File: config.mk
export PLATFORM = sky130hd
export DESIGN_NAME = prio_irq_arbiter
export DESIGN_NICKNAME = d
export VERILOG_FILES = /design/src/rtl/arb_pkg.sv /design/src/rtl/prio_pick.sv /design/src/rtl/arb_slot.sv /design/src/rtl/prio_irq_arbiter.sv
export SDC_FILE = /design/constraint.sdc
export NUM_CORES = 2
export LEC_CHECK = 0
export ABC_AREA = 1
export BUFFER_PORTS_ARGS = -buffer_cell sky130_fd_sc_hd__buf_2
export CAP_MARGIN = 20
export CORE_MARGIN = 8
export CORE_UTILIZATION = 41
export CTS_CLUSTER_DIAMETER = 120
export CTS_CLUSTER_SIZE = 40
export DETAILED_ROUTE_END_ITERATION = 10
export PLACE_DENSITY_LB_ADDON = 0.05
export SYNTH_ARGS = -nofsm -noshare
export SYNTH_HDL_FRONTEND = slang
export SYNTH_SLANG_ARGS = --single-unit
export TNS_END_PERCENT = 1
File: constraint.sdc
create_clock -name clk -period 172 [get_ports clk]
set_clock_uncertainty 0.2 [all_clocks]
set_input_delay 17.2 -clock clk [delete_from_list [all_inputs] [get_ports clk]]
set_output_delay 17.2 -clock clk [all_outputs]
set_load 0.05 [all_outputs]
File: src/rtl/arb_pkg.sv
package arb_pkg;
  typedef enum logic {
    CLS_NORM = 1'b0,
    CLS_FAST = 1'b1
  } cls_e;

  localparam int NUM_CLASSES = 2;
endpackage

File: src/rtl/prio_pick.sv
module prio_pick #(
  parameter int NUM_LINES = 96,
  parameter int PRIO_W    = 6,
  parameter int CODE_W    = $clog2(NUM_LINES)
) (
  input  logic                        clk,
  input  logic                        rst,
  input  logic [NUM_LINES-1:0]        elig,
  input  logic [NUM_LINES*PRIO_W-1:0] prio,
  output logic                        any,
  output logic [CODE_W-1:0]           win
);
  logic [PRIO_W-1:0] best;

  // Ascending scan with <= lets the later (higher) index take ties.
  always_comb begin
    best = '1;
    win  = '0;
    for (int i = 0; i < NUM_LINES; i++) begin
      if (elig[i] && (prio[i*PRIO_W +: PRIO_W] <= best)) begin
        best = prio[i*PRIO_W +: PRIO_W];
        win  = CODE_W'(i);
      end
    end
    any = |elig;
  end

  AST_IDLE_CODE_ZERO: assert property (@(posedge clk) disable iff (rst)
    !any |-> (win == '0));
  AST_WIN_IS_ELIGIBLE: assert property (@(posedge clk) disable iff (rst)
    any |-> elig[win]);
endmodule

File: src/rtl/arb_slot.sv
module arb_slot #(
  parameter int CODE_W = 7
) (
  input  logic              clk,
  input  logic              rst,
  input  logic              en,
  input  logic              any,
  input  logic [CODE_W-1:0] win,
  input  logic              rearm,
  output logic              req,
  output logic [CODE_W-1:0] code
);
  logic armed;
  logic fire_ok;

  assign fire_ok = any && en;

  always_ff @(posedge clk) begin
    if (rst) begin
      armed <= 1'b1;
      req   <= 1'b0;
      code  <= '0;
    end else if (rearm) begin
      if (fire_ok) begin
        req   <= 1'b1;
        code  <= win;
        armed <= 1'b0;
      end else begin
        req   <= 1'b0;
        armed <= 1'b1;
      end
    end else if (armed && fire_ok) begin
      req   <= 1'b1;
      code  <= win;
      armed <= 1'b0;
    end
  end

  AST_HOLD_FROZEN: assert property (@(posedge clk) disable iff (rst)
    (req && !rearm) |=> (req && $stable(code)));
  AST_NO_FIRE_GATED: assert property (@(posedge clk) disable iff (rst)
    (!req && !fire_ok) |=> !req);
  AST_REARM_DROPS: assert property (@(posedge clk) disable iff (rst)
    (rearm && !fire_ok) |=> !req);
  AST_REARM_REFIRES: assert property (@(posedge clk) disable iff (rst)
    (rearm && fire_ok) |=> req);
endmodule

File: src/rtl/prio_irq_arbiter.sv
module prio_irq_arbiter #(
  parameter int NUM_LINES = 96,
  parameter int PRIO_W    = 6,
  parameter int CODE_W    = $clog2(NUM_LINES)
) (
  input  logic                        clk,
  input  logic                        rst,
  input  logic [NUM_LINES-1:0]        pend_i,
  input  logic [NUM_LINES-1:0]        mask_i,
  input  logic [NUM_LINES-1:0]        fast_sel_i,
  input  logic [NUM_LINES*PRIO_W-1:0] prio_i,
  input  logic                        glob_en_i,
  input  logic                        rearm_fast_i,
  input  logic                        rearm_norm_i,
  output logic                        fast_req_o,
  output logic                        norm_req_o,
  output logic [CODE_W-1:0]           fast_code_o,
  output logic [CODE_W-1:0]           norm_code_o
);
  import arb_pkg::*;

  logic [NUM_LINES-1:0] elig  [NUM_CLASSES];
  logic                 any   [NUM_CLASSES];
  logic [CODE_W-1:0]    win   [NUM_CLASSES];
  logic                 rearm [NUM_CLASSES];
  logic                 req   [NUM_CLASSES];
  logic [CODE_W-1:0]    code  [NUM_CLASSES];

  assign rearm[CLS_NORM] = rearm_norm_i;
  assign rearm[CLS_FAST] = rearm_fast_i;

  for (genvar c = 0; c < NUM_CLASSES; c++) begin : g_cls
    if (c == int'(CLS_FAST)) begin : g_fast
      assign elig[c] = pend_i & ~mask_i & fast_sel_i;
    end else begin : g_norm
      assign elig[c] = pend_i & ~mask_i & ~fast_sel_i;
    end

    prio_pick #(
      .NUM_LINES(NUM_LINES),
      .PRIO_W   (PRIO_W),
      .CODE_W   (CODE_W)
    ) u_pick (
      .clk (clk),
      .rst (rst),
      .elig(elig[c]),
      .prio(prio_i),
      .any (any[c]),
      .win (win[c])
    );

    arb_slot #(
      .CODE_W(CODE_W)
    ) u_slot (
      .clk  (clk),
      .rst  (rst),
      .en   (glob_en_i),
      .any  (any[c]),
      .win  (win[c]),
      .rearm(rearm[c]),
      .req  (req[c]),
      .code (code[c])
    );
  end

  assign fast_req_o  = req[CLS_FAST];
  assign norm_req_o  = req[CLS_NORM];
  assign fast_code_o = code[CLS_FAST];
  assign norm_code_o = code[CLS_NORM];

  AST_FAST_KEEPS_ON_NORM_REARM: assert property (@(posedge clk) disable iff (rst)
    (fast_req_o && !rearm_fast_i && rearm_norm_i) |=> (fast_req_o && $stable(fast_code_o)));
endmodule

==> metrics.txt <==
run status finished, final reports clean; initial core utilization 41.4%; CP max stage cell o21ai_0; global-route wire length before repair 347000 um; most numerous cell in the Yosys netlist nand2_1; Post-Syn Area 54500 um^2; Synth async-reset ratio 0%; Synth Area in XOR/XNOR 0%; Final period util 83.6%; Vert. Die Dim 380 um; fin nets 11800; Max clock buf depth 2; largest net degree at the start of global routing 19; WP data required 172.00 ns; sink count of the clock tree 18; Hold Fails Final Rpt 0; PostCTS Resize Cnt 0; DP Area 57900 um^2; r2r endpoint g_cls[1].u_slot.code[5]$_SDFFE_PP0P_; post-route cell area 58200 um^2; syn nets 11100; H-tree depth 1; Most Frequent Cell on Critical Path nand2_2; DR iter-0 viols 4898; Die Area 145000 um^2; top cell type's share of synthesized area 17.5%; number of max-cap violations 0; Crit Reg-Reg Startpoint g_cls[1].u_slot.armed$_SDFFE_PP1P_; drt wl/cell 19.1 um; initial antenna violation count 114; Worst-Skew Late Latency 0.26 ns; pwr/cell area 22.6 nW/um^2; multiplexer share of the synthesized area 0%; hold path startpoint g_cls[1].u_slot.req$_SDFFE_PP0P_; Total Routing Usage GR 29.5%; Total Wirelength 230000 um; CP Capture Type flop; cts bufs inserted 3; worst-path fanout max 15; Root Buffer clkbuf_16; remaining global-route overflow 0; share of layout cells above drive strength 1 19.6%; Final setup viols 0; vias in the first global route 60400; I/O Pins 885; site row count 133; worst-case reg-to-reg path depth 8; synth cell count leaders nand2_1 (2193), inv_1 (1294), nand3_1 (1230), o21ai_0 (763), ha_1 (762); total core area 132000 um^2; Yosys warnings 0; DRT Pass-1 Iters 6; Post-synth top flop dfxtp_1; TNS Setup 0 ns; Max VDD drop 0.00000738 V; Crit Path Class in2reg; antenna-violating nets left 0; R2R Setup Slk 169.77 ns; HP Class reg2reg; sequential area share after synthesis 0.662%; count of pins over their slew limit 0; arrival time worst endpoint 143.73 ns; Leak Pwr 33.1 nW; largest family of logic cells by synthesized area simple AND/OR/NAND/NOR gates; Min-Delay Endpoint g_cls[1].u_slot.req$_SDFFE_PP0P_; Compound-Gate Fraction of Synth Area 15.3%; register bit total from synthesis 18; GP Congestion 0.970; Synth Area in Simple Gates 50.5%; peak per-stage delay on the critical path 0.56 ns; post-synth cell types 61; post-CTS setup buffer count 0; slew of the pin with the lowest slew margin 1.11 ns; area leader, netlist ha_1; vias per cell 5.41; post-synthesis adder-cell area fraction 17.5%; post-route minimum period 143.73 ns; RSZ-0062 raised after global routing no; synth top area cells ha_1 (18%), nand2_1 (15%), nand3_1 (11%), inv_1 (8.9%), nand2_2 (8.2%); hold path depth 2; cell count after synthesis 9477; Syn Area/Cell 5.75 um^2; clock slew at reported path FFs 0.07 ns; Layout area overhead 6.92%; dpl hpwl 204000 um; DRC Markers 0; Worst slew margin 24.1%; Peak Freq 6.96 MHz; TritonCTS clock tree yes; Startpoint Class primary input; Post-CTS Hold Buffers 0; number of synthesized flops with an enable pin 0; I/O Buffers 884; via count 65000; chip width 380 um
[area by class of cell]
type | count | area [um^2]
antenna | 81 | 203
clock buffer | 4 | 88.8
fill | 14800 | 73400
inverter | 1298 | 4870
multi-input combinational | 7884 | 45400
sequential | 18 | 360
tap | 1755 | 2200
timing repair buffer | 977 | 5120
[state kept, by name, indices dropped and copies added (netlist names)]
register            count
g_cls.u_slot.armed      2
g_cls.u_slot.code      14
g_cls.u_slot.req        2
[per-layer routing]
metal / global-route usage, % / wire length [um]
met1: 37.0 / 98500
met2: 49.6 / 105000
met3: 5.18 / 15800
met4: 11.9 / 10000
met5: 0 / 264
[worst max-delay path: cells and delay by family]
kind            cells  cell delay (ns)
simple gates      700            73.41
compound gates    283            67.27
fa+ha+maj         140            43.60
buf+inv            15             1.04
[cells in the final DEF (no fill, tap or decap), drive strengths merged, types with 4 or more instances in the layout]
master	count
nand4	315
a22oi	15
a31oi	8
o21a	10
dfxtp	18
nand3	1243
o21bai	373
ha	762
nand2	2967
buf	975
or2	5
nor3b	94
nor3	106
diode	81
inv	1298
and2	93
nor2	802
a21oi	225
o21ai	788
clkbuf	6
a21o	4
nor4	50
[per-stage QoR]
step | std cells | setup slack [ns] | hold WS, ns | util [%] | total power, W
CTS | 11900 | 29.06 | 0.267 | 44.1 | 0.00131
finish | 12000 | 28.27 | 0.269 | 44.2 | 0.00132
floorplan | 9477 | 45.92 | 0.248 | - | 0.00102
global route | 12000 | 14.82 | 0.291 | 44.1 | 0.00150
global placement | 11900 | 29.04 | 0.256 | 44.0 | 0.00128
detailed placement | 11900 | 29.12 | 0.257 | 44.0 | 0.00129
[power by group]
| group | switching (W) | internal, W |
|---|---|---|
| Combinational | 0.000844 | 0.000459 |
| Sequential | 0.00000111 | 0.00000525 |
| Clock | 0.00000193 | 0.00000355 |
[worst max-delay path by stage]
stage	to	cells after the start	startpoint	slack [ns]
final	g_cls[0].u_slot.code[5]$_SDFFE_PP0P_	1138	pend_i[0]	28.27
after global routing	g_cls[0].u_slot.code[5]$_SDFFE_PP0P_	1137	pend_i[0]	14.82
after CTS	g_cls[0].u_slot.code[5]$_SDFFE_PP0P_	1138	pend_i[0]	29.06
after detailed placement	g_cls[0].u_slot.code[5]$_SDFFE_PP0P_	1150	pend_i[0]	29.12
after global placement	g_cls[0].u_slot.code[5]$_SDFFE_PP0P_	1186	pend_i[0]	29.04
after floorplan	g_cls[0].u_slot.code[5]$_SDFFE_PP0P_	1187	pend_i[0]	45.92
[cells by family after synthesis]
family	Yosys count
compound gates	1442
fa+ha+maj	762
buf+inv	1575
flops	18
simple gates	5680
No activity file was read; power rests on OpenSTA's default activity.
